### config.mk
export PLATFORM = sky130hd
export DESIGN_NAME = burst_framer
export DESIGN_NICKNAME = d
export VERILOG_FILES = /design/src/rtl/bfr_pkg.sv /design/src/rtl/bfr_rr_arb.sv /design/src/rtl/bfr_sop_spacer.sv /design/src/rtl/burst_framer.sv
export SDC_FILE = /design/constraint.sdc
export NUM_CORES = 1
export LEC_CHECK = 0
export ABC_AREA = 1
export CAP_MARGIN = 20
export CELL_PAD_IN_SITES_DETAIL_PLACEMENT = 1
export CELL_PAD_IN_SITES_GLOBAL_PLACEMENT = 2
export CORE_MARGIN = 1
export CORE_UTILIZATION = 28
export DETAILED_ROUTE_END_ITERATION = 8
export PLACE_DENSITY_LB_ADDON = 0.12
export SETUP_SLACK_MARGIN = 0.02
export SLEW_MARGIN = 25
export SYNTH_ARGS = -nofsm -noshare
export SYNTH_HDL_FRONTEND = slang
export SYNTH_SLANG_ARGS = --single-unit
### constraint.sdc
create_clock -name clk -period 5.6 [get_ports clk]
set_clock_uncertainty 0.1 [all_clocks]
set_input_delay 1.12 -clock clk [delete_from_list [all_inputs] [get_ports clk]]
set_output_delay 1.12 -clock clk [all_outputs]
set_load 0.02 [all_outputs]
### src/rtl/bfr_pkg.sv
package bfr_pkg;
  localparam int WORD_W = 16;
  localparam int PORT_W = 4;
  localparam int CW_PAY  = 15;
  localparam int CW_EOP  = 14;
  localparam int CW_SOP  = 13;
  localparam int CW_PORT = 8;

  typedef enum logic {S_GAP = 1'b0, S_BURST = 1'b1} bfr_state_e;

  function automatic logic [WORD_W-1:0] ctl_word(input logic pay, input logic eop,
                                                 input logic sop, input logic [PORT_W-1:0] port);
    logic [WORD_W-1:0] w;
    w = '0;
    w[CW_PAY] = pay;
    w[CW_EOP] = eop;
    w[CW_SOP] = sop;
    w[CW_PORT +: PORT_W] = port;
    return w;
  endfunction
endpackage

### src/rtl/bfr_rr_arb.sv
module bfr_rr_arb #(
  parameter int N  = 10,
  parameter int IW = $clog2(N)
) (
  input  logic          clk,
  input  logic          rst_n,
  input  logic [N-1:0]  req,
  input  logic          take,
  output logic          gnt_valid,
  output logic [IW-1:0] gnt_idx
);
  logic [IW-1:0] last_q, last_d;

  always_comb begin
    gnt_valid = 1'b0;
    gnt_idx   = '0;
    for (int i = 1; i <= N; i++) begin
      if (!gnt_valid && req[(int'(last_q) + i) % N]) begin
        gnt_valid = 1'b1;
        gnt_idx   = IW'((int'(last_q) + i) % N);
      end
    end
  end

  always_comb begin
    last_d = last_q;
    if (take) last_d = gnt_idx;
  end

  always_ff @(posedge clk or negedge rst_n) begin
    if (!rst_n) last_q <= IW'(N - 1);
    else        last_q <= last_d;
  end
endmodule

### src/rtl/bfr_sop_spacer.sv
module bfr_sop_spacer #(
  parameter int GAP = 8,
  parameter int CW  = $clog2(GAP + 1)
) (
  input  logic clk,
  input  logic rst_n,
  input  logic fire,
  output logic ok
);
  logic [CW-1:0] cnt_q, cnt_d;

  always_comb begin
    cnt_d = cnt_q;
    if (fire)                    cnt_d = CW'(1);
    else if (cnt_q != CW'(GAP))  cnt_d = cnt_q + CW'(1);
  end

  assign ok = (cnt_q == CW'(GAP));

  always_ff @(posedge clk or negedge rst_n) begin
    if (!rst_n) cnt_q <= CW'(GAP);
    else        cnt_q <= cnt_d;
  end
endmodule

### src/rtl/burst_framer.sv
module burst_framer
  import bfr_pkg::*;
#(
  parameter int NPORT     = 10,
  parameter int MB_W      = 4,
  parameter int MIN_WORDS = 32,
  parameter int SOP_GAP   = 8
) (
  input  logic                      clk,
  input  logic                      rst_n,
  input  logic [NPORT*WORD_W-1:0]   src_data,
  input  logic [NPORT-1:0]          src_valid,
  input  logic [NPORT-1:0]          src_sop,
  input  logic [NPORT-1:0]          src_eop,
  output logic [NPORT-1:0]          src_pop,
  input  logic [NPORT-1:0]          credit,
  input  logic [MB_W-1:0]           max_burst,
  input  logic                      pad_en,
  output logic [WORD_W-1:0]         tx_word,
  output logic                      tx_ctl
);
  localparam int IW  = $clog2(NPORT);
  localparam int BCW = MB_W + 3;
  localparam int PCW = $clog2(MIN_WORDS + 1);

  bfr_state_e        state_q, state_d;
  logic [IW-1:0]     cur_q, cur_d;
  logic [BCW-1:0]    bcnt_q, bcnt_d;
  logic              eop_q, eop_d;
  logic [NPORT-1:0]  mid_q, pad_q;
  logic [PCW-1:0]    pcnt_q [NPORT];
  logic [WORD_W-1:0] word_q, word_d;
  logic              ctl_q, ctl_d;

  logic [NPORT-1:0]  req;
  logic              gnt_valid, take, sop_fire, gap_ok;
  logic [IW-1:0]     gnt_idx;
  logic [WORD_W-1:0] cur_word;
  logic              cur_pad, src_last, pkt_end, start_pad, burst_full;
  logic [PCW-1:0]    cnt_n;
  logic [BCW-1:0]    burst_lim;

  // eligibility: continuing packets need data or padding, new packets need spacing
  for (genvar p = 0; p < NPORT; p++) begin : g_req
    assign req[p] = credit[p] & (mid_q[p] ? (pad_q[p] | src_valid[p])
                                          : (src_valid[p] & src_sop[p] & gap_ok));
  end

  bfr_rr_arb #(.N(NPORT), .IW(IW)) u_arb (
    .clk(clk), .rst_n(rst_n), .req(req), .take(take),
    .gnt_valid(gnt_valid), .gnt_idx(gnt_idx)
  );

  bfr_sop_spacer #(.GAP(SOP_GAP)) u_gap (
    .clk(clk), .rst_n(rst_n), .fire(sop_fire), .ok(gap_ok)
  );

  // per-word burst bookkeeping for the port being served
  assign burst_lim  = {max_burst, 3'b000};
  assign cur_word   = src_data[int'(cur_q)*WORD_W +: WORD_W];
  assign cur_pad    = pad_q[cur_q];
  assign cnt_n      = (pcnt_q[cur_q] >= PCW'(MIN_WORDS)) ? PCW'(MIN_WORDS)
                                                         : pcnt_q[cur_q] + PCW'(1);
  assign src_last   = !cur_pad && src_eop[cur_q];
  assign pkt_end    = cur_pad ? (cnt_n == PCW'(MIN_WORDS))
                              : (src_last && (!pad_en || cnt_n == PCW'(MIN_WORDS)));
  assign start_pad  = src_last && pad_en && (cnt_n != PCW'(MIN_WORDS));
  assign burst_full = ((bcnt_q + BCW'(1)) == burst_lim);
  assign take       = (state_q == S_GAP) && gnt_valid;
  assign sop_fire   = take && !mid_q[gnt_idx];

  always_comb begin
    state_d = state_q;
    cur_d   = cur_q;
    bcnt_d  = bcnt_q;
    eop_d   = eop_q;
    word_d  = ctl_word(1'b0, 1'b0, 1'b0, '0);
    ctl_d   = 1'b1;
    src_pop = '0;
    if (state_q == S_GAP) begin
      eop_d = 1'b0;
      if (gnt_valid) begin
        word_d  = ctl_word(1'b1, eop_q, !mid_q[gnt_idx], PORT_W'(gnt_idx));
        cur_d   = gnt_idx;
        bcnt_d  = '0;
        state_d = S_BURST;
      end else begin
        word_d  = ctl_word(1'b0, eop_q, 1'b0, '0);
      end
    end else begin
      ctl_d          = 1'b0;
      word_d         = cur_pad ? '0 : cur_word;
      src_pop[cur_q] = !cur_pad;
      if (pkt_end || burst_full) begin
        state_d = S_GAP;
        bcnt_d  = '0;
        eop_d   = pkt_end;
      end else begin
        bcnt_d  = bcnt_q + BCW'(1);
      end
    end
  end

  always_ff @(posedge clk or negedge rst_n) begin
    if (!rst_n) begin
      state_q <= S_GAP;
      cur_q   <= '0;
      bcnt_q  <= '0;
      eop_q   <= 1'b0;
      mid_q   <= '0;
      pad_q   <= '0;
      for (int i = 0; i < NPORT; i++) pcnt_q[i] <= '0;
      word_q  <= '0;
      ctl_q   <= 1'b1;
    end else begin
      state_q <= state_d;
      cur_q   <= cur_d;
      bcnt_q  <= bcnt_d;
      eop_q   <= eop_d;
      word_q  <= word_d;
      ctl_q   <= ctl_d;
      if (take) mid_q[gnt_idx] <= 1'b1;
      if (state_q == S_BURST) begin
        mid_q[cur_q]  <= !pkt_end;
        pad_q[cur_q]  <= !pkt_end && (cur_pad || start_pad);
        pcnt_q[cur_q] <= pkt_end ? '0 : cnt_n;
      end
    end
  end

  assign tx_word = word_q;
  assign tx_ctl  = ctl_q;
endmodule

==> key figures, run 1 <==
STA
  – Fin. max-slew vios: 0
  – Tmin final: approximately 4.7 ns
  – Worst-Margin Slew: around 0.86 ns
  – RSZ-0062 raised after global routing: no
  – Tcrit/Tclk final: 0.8323
  – Setup TNS: 0 ns
  – Final Hold Vio Count: 0
  – Fmax: about 0.21 GHz
  – Setup-failing EPs final: 0
  – Slew HR: 0.4273
  – Worst setup margin: approximately 0.94 ns

Route
  – First DRT Iteration DRCs: between 400 and 500
  – Vias: 10732
  – Final WL: between 40 and 50 mm
  – Antenna viol nets, final: 0
  – WL/cell: a little over 20 microns
  – Vias per inst: 5.101
  – DRC violation count after routing: 0
  – Pre-antenna DRT Iters: 5

Worst setup path
  – Most used cell along the critical path: nand2_1
  – CP Capture Type: flop
  – RR Startpoint: cur_q[1]
  – FF-to-FF End: tx_word[13]
  – R2R Setup Slk: between 0.9 and 1 ns
  – Critical path's slowest cell: dfrtp_1
  – CP peak stage delay: just under 0.5 ns
  – Setup crit start kind: flop
  – CP Max Fanout: 16
  – Worst path required time: ~5.8 ns
  – R2r worst-path depth: 29
  – Kind of critical path: flop to flop
  – Arr. time, crit path: slightly below 5 ns

Layout
  – Area Growth Syn to Fin: 36.13%
  – Most frequent cells in the layout: nand2_1, clkdlybuf4s50_1, inv_1
  – Fill cells: 4257
  – Post-layout util: 0.3858
  – Share of cells above drive strength 1: 0.1067
  – Antenna diodes: 0
  – Nets: roughly 1900
  – Most common cell after layout, fill and taps aside: nand2_1
  – Reg area: 0.002908 sq mm
  – Multi-input logic area: roughly 0.006 sq mm
  – Final Non-Filler Cells: about 2100

Hold path
  – Worst hold start: pcnt_q[1]
  – Hold Path Class: flop to flop
  – Min-Delay Endpoint: pcnt_q[1]
  – Hold Path Cell Cnt: 2

Synth
  – Syn nets: about 1700
  – Synthesized instance count: 1406
  – Distinct cell type count after synthesis: 60
  – Post-synth EDFFs: 0
  – Avg Inst Size Synth: a little under 7 sq um
  – Async SR Flop Fraction: 1.000
  – Ys Warns: 0
  – Cell Area, Synth: 0.009766 sq mm
  – Synth top area cells: dfrtp_1, nand2_1, a22oi_1, o21ai_0, nand3_1
  – Flops & latches, synth: 116
  – Yosys top cell by area: dfrtp_1
  – Share of the synthesized area in the top cell type: 0.2870
  – Register area share after synthesis: 0.2978
  – Ys flop type: dfrtp_1

Flow run
  – Max-Cap Viols: 0

CTS
  – Clock Tree Buf Depth: 2
  – TritonCTS Buffers: 17
  – Clk_lat worst skew: about 0.43 ns
  – Post-CTS setup buffer count: 0
  – Root buf cell: clkbuf_16
  – CTS tree: yes
  – Hold buffers post-CTS: 0
  – H-Tree Depth: 4
  – Cts repair resizes: 0
  – Num Clock Sinks: approximately 120
  – Clock-pin slew on the worst setup and hold paths: roughly 0.060 ns

Floorplan
  – Initial cell density of the core: 0.2834
  – Chip height: between 150 and 200 microns
  – Core Area: 0.03446 sq mm
  – Die Wd: 188.8 microns
  – FP Rows: a little under 70
  – IO Pins: 234
  – Die Area: around 0.036 sq mm

Placement
  – Routability congestion estimate from global placement: around 0.88
  – Number of I/O port buffers: ~230
  – Dpl cells: 2072
  – Dpl ws: 0.8924 ns
  – Dpl hpwl: between 30 and 40 mm

GRT
  – First-pass GRT wire length: between 60 and 70 mm
  – Total GRT Usage: 0.2409
  – Initial antenna violation count: 1
  – Largest net degree at the start of global routing: 58
  – Global route overflow: 0
  – Vias in the first global route: around 11000

Outcome
  – Status: completed
synthesized netlist by cell type (7+ instances only):
cell type  instances
dfrtp_1          112
ha_1              39
nand2_1          339
nand3_1          113
a21oi_1           58
o21ai_1           15
buf_1             13
nand3_2           10
nand3b_1           7
inv_2             21
inv_1            135
o21ai_0          119
nor2_1            89
nand2_2           33
nand4_1           12
a211oi_1          11
a22o_1            19
clkbuf_1          27
a22oi_1           97
xnor2_1            7
a31oi_1           10
buf_2              8
nor3_1            14
nor2_2             8
xor2_1            17
cell families after synthesis:
| group | Yosys count | share of synthesized area |
|---|---|---|
| fa+ha+maj | 39 | 0.04997 |
| buf+inv | 213 | 0.08648 |
| compound gates | 362 | 0.2336 |
| flops | 116 | 0.2978 |
| simple gates | 651 | 0.3090 |
| xor+xnor | 25 | 0.02319 |
critical path: cells and delay by family (launching register included):
kind	cells	cell delay, ns
AO/OA/AOI/OAI	3	0.59
XOR/XNOR	1	0.16
adder cells (fa/ha/maj)	3	0.75
buffers and inverters	5	0.71
flip-flops	1	0.49
AND/OR/NAND/NOR	17	1.70
final cells by class:
cell class / count / area share
Inverter: 159 / 0.04527
Sequential cell: 116 / 0.2187
Clock inverter: 14 / 0.01299
Clock buffer: 18 / 0.03304
Multi-Input combinational cell: 1077 / 0.4538
Timing Repair Buffer: 265 / 0.1933
Tap cell: 455 / 0.04282
state kept, by name, summed over array words and instances, names as in the netlist:
name / count
tx_ctl: 1
u_arb.last_q: 2
bcnt_q: 7
tx_word: 16
pad_q: 10
u_gap.cnt_q: 4
cur_q: 4
state_q: 1
pcnt_q: 60
eop_q: 1
mid_q: 10
worst max-delay path by stage:
stage,startpoint,to,depth (start not counted)
floorplan,u_arb.last_q[0],u_gap.cnt_q[1],32
global placement,src_valid[5],tx_word[13],22
detailed placement,src_valid[5],tx_word[13],22
global route,cur_q[2],mid_q[8],27
finish,cur_q[1],tx_word[13],29
CTS,cur_q[1],tx_word[13],29
through the flow:
stage          area [sq um]  hold WS [ns]
2_1_floorplan          9766        0.3447
3_3_place_gp          12680        0.3658
3_5_place_dp          12680        0.3736
4_1_cts               13290        0.3885
5_1_grt               13290        0.4109
6_report              13290        0.3865
per-layer routing:
layer / track usage / vias to the layer above / share of wire
met4: 0.06390 / 2 / 0.020
met2: 0.4564 / 230 / 0.53
met1: 0.2753 / 5213 / 0.41
li1: - / 5239 / -
met5: 0 / - / 0.00026
met3: 0.04060 / 48 / 0.040
Power of run 1 is left out: the tool's default activity adds up to more than one toggle a clock period on the data nets, which glitch-free logic cannot reach.
==> run 2, diff against run 1 <==
--- a/config.mk
+++ b/config.mk
@@ -10,7 +10,7 @@
 export CELL_PAD_IN_SITES_DETAIL_PLACEMENT = 1
 export CELL_PAD_IN_SITES_GLOBAL_PLACEMENT = 2
 export CORE_MARGIN = 1
-export CORE_UTILIZATION = 28
+export CORE_UTILIZATION = 25
 export DETAILED_ROUTE_END_ITERATION = 8
 export PLACE_DENSITY_LB_ADDON = 0.12
 export SETUP_SLACK_MARGIN = 0.02
==> constraint.sdc (replaced) <==
create_clock -name clk -period 3.8 [get_ports clk]
set_clock_uncertainty 0.1 [all_clocks]
set_input_delay 0.76 -clock clk [delete_from_list [all_inputs] [get_ports clk]]
set_output_delay 0.76 -clock clk [all_outputs]
set_load 0.02 [all_outputs]
==> key figures, run 2 (synthesis results as in run 1) <==
Layout
  – Most common cell after layout, fill and taps aside: nand2_1
  – Antenna diodes: 0 (unchanged)
  – Reg area: 0.002910 sq mm (about the same)
  – Final Non-Filler Cells: 2406 (+14%)
  – Share of cells above drive strength 1: 0.3400 (+0.2333)
  – Most flops, register: pcnt_q
  – Most frequent cells in the layout: nand2_1, buf_4, clkdlybuf4s50_1
  – Largest register FFs: 60 (unchanged)
  – Fill cells: 4725 (+11%)
  – Multi-input logic area: 0.007287 sq mm (+21%)
  – Area Growth Syn to Fin: 70.10%
  – Nets: 2121 (+13%)

CTS
  – Num Clock Sinks: 116 (unchanged)
  – TritonCTS Buffers: 17 (unchanged)
  – CTS tree: yes
  – Root buf cell: clkbuf_16
  – H-Tree Depth: 4 (unchanged)
  – Clk_lat worst skew: 0.43 ns (about the same)
  – Clock-pin slew on the worst setup and hold paths: 0.06 ns (about the same)
  – Hold buffers post-CTS: 0 (unchanged)
  – Clock Tree Buf Depth: 2 (unchanged)

Placement
  – Routability congestion estimate from global placement: 0.8694 (-1.2%)
  – Number of I/O port buffers: 233 (unchanged)
  – Dpl cells: 2301 (+11%)
  – Dpl ws: -0.5266 ns (-1.419 ns)
  – Dpl hpwl: 37.12 mm (+11%)

Route
  – DRC violation count after routing: 0 (unchanged)
  – Antenna viol nets, final: 0 (unchanged)
  – Pre-antenna DRT Iters: 5 (unchanged)
  – Vias per inst: 4.931 (-3.3%)
  – First DRT Iteration DRCs: 541 (+17%)
  – WL/cell: 20.07 microns (-1.2%)
  – Vias: 11863 (+11%)
  – Final WL: 48.29 mm (+13%)

STA
  – Final Hold Vio Count: 0 (unchanged)
  – Fmax: 0.2485 GHz (+16%)
  – Setup-failing EPs final: 20 (+20)
  – Worst setup margin: -0.2235 ns (-1.162 ns)
  – Tmin final: 4.024 ns (-0.6375 ns)
  – Worst-Margin Slew: 0.8517 ns (-0.005350 ns)
  – RSZ-0062 raised after global routing: yes
  – Tcrit/Tclk final: 1.059 (+0.2265)
  – Slew HR: 0.4322 (+0.004922)
  – Fin. max-slew vios: 0 (unchanged)

GRT
  – Largest net degree at the start of global routing: 61 (+5.2%)
  – First-pass GRT wire length: 71.61 mm (+8.3%)
  – Vias in the first global route: 12463 (+8.7%)
  – Global route overflow: 0 (unchanged)
  – Initial antenna violation count: 1 (unchanged)
  – Total GRT Usage: 0.2395 (-0.001446)

Worst setup path
  – Arr. time, crit path: 4.27 ns (-0.56 ns)
  – Worst path required time: 4.05 ns (-1.72 ns)
  – CP peak stage delay: 0.61 ns (+0.12 ns)
  – Kind of critical path: flop to flop
  – R2R Setup Slk: -0.22 ns (-1.16 ns)
  – CP Max Fanout: 8 (-8)
  – Setup crit start kind: flop
  – Critical path's slowest cell: dfstp_2
  – Most used cell along the critical path: buf_4
  – CP Capture Type: flop

Floorplan
  – Core Area: 0.03856 sq mm (+12%)
  – Die Area: 0.03986 sq mm (+12%)
  – Die Wd: 199.6 microns (+5.8%)
  – FP Rows: 72 (+5.9%)
  – IO Pins: 234 (unchanged)
  – Initial cell density of the core: 0.2533 (-0.03013)
  – Chip height: 199.6 microns (+5.8%)

Hold path
  – Hold Path Class: primary input to async pin

Outcome
  – Status: finished, violations left
  – Failing checks: negative setup slack

Flow run
  – Max-Cap Viols: 0 (unchanged)
[run 2: layer usage]
layer / share of wire / track usage / up-vias
met4: 0.026 / 0.07605 / 2
met2: 0.54 / 0.4559 / 249
met1: 0.39 / 0.2628 / 5830
met5: 0.00035 / 0 / -
met3: 0.042 / 0.04692 / 70
li1: - / - / 5712
[run 2: timing repair]
| action | 4_1_cts | 5_1_grt |
|---|---|---|
| cloned | 0 | 1 |
| resized for setup | 219 | 182 |
| setup endpoints to repair | 43 | 104 |
| pin swaps | 72 | 97 |
| buffers inserted | 38 | 35 |
[run 2: area by class of cell]
| type | count | area share |
|---|---|---|
| multi-input cells | 1078 | 0.4387 |
| repair buffers | 503 | 0.2718 |
| flip-flops and latches | 116 | 0.1752 |
| well taps | 518 | 0.03902 |
| inverters | 159 | 0.03789 |
| clock buffers | 17 | 0.02561 |
| clock inverters | 15 | 0.01183 |
[run 2: worst max-delay path: cells and delay by family (launching register included)]
family                 cells  cell delay (ns)
flip-flops                 1             0.61
AND/OR/NAND/NOR           13             1.34
AO/OA/AOI/OAI              4             0.61
XOR/XNOR                   1             0.17
buffers and inverters     10             1.11
[run 2: final timing paths]
| path | start | end | cells after the start |
|---|---|---|---|
| setup / recovery | u_arb.last_q[3] | mid_q[5] | 28 |
| hold / removal | rst_n | bcnt_q[3] | 1 |
| setup reg to reg | u_arb.last_q[3] | mid_q[5] | 28 |
| hold reg to reg | pcnt_q[48] | pcnt_q[48] | 2 |
| max in group asynchronous | rst_n | cur_q[1] | 2 |
| min in group clk | pcnt_q[48] | pcnt_q[48] | 2 |
[run 2: through the flow]
stage	setup TNS, ns	instance area [sq um]	utilization	hold slack (ns)
after floorplan	0	9798	-	0.3447
after global placement	-7.987	14070	0.3648	0.3665
after detailed placement	-11.26	14070	0.3648	0.3749
after CTS	-1.387	15730	0.4078	0.08323
after global routing	-9.731	16610	0.4308	0.08390
final	-1.810	16610	0.4308	0.08698
Power of run 2 is left out for the same reason.
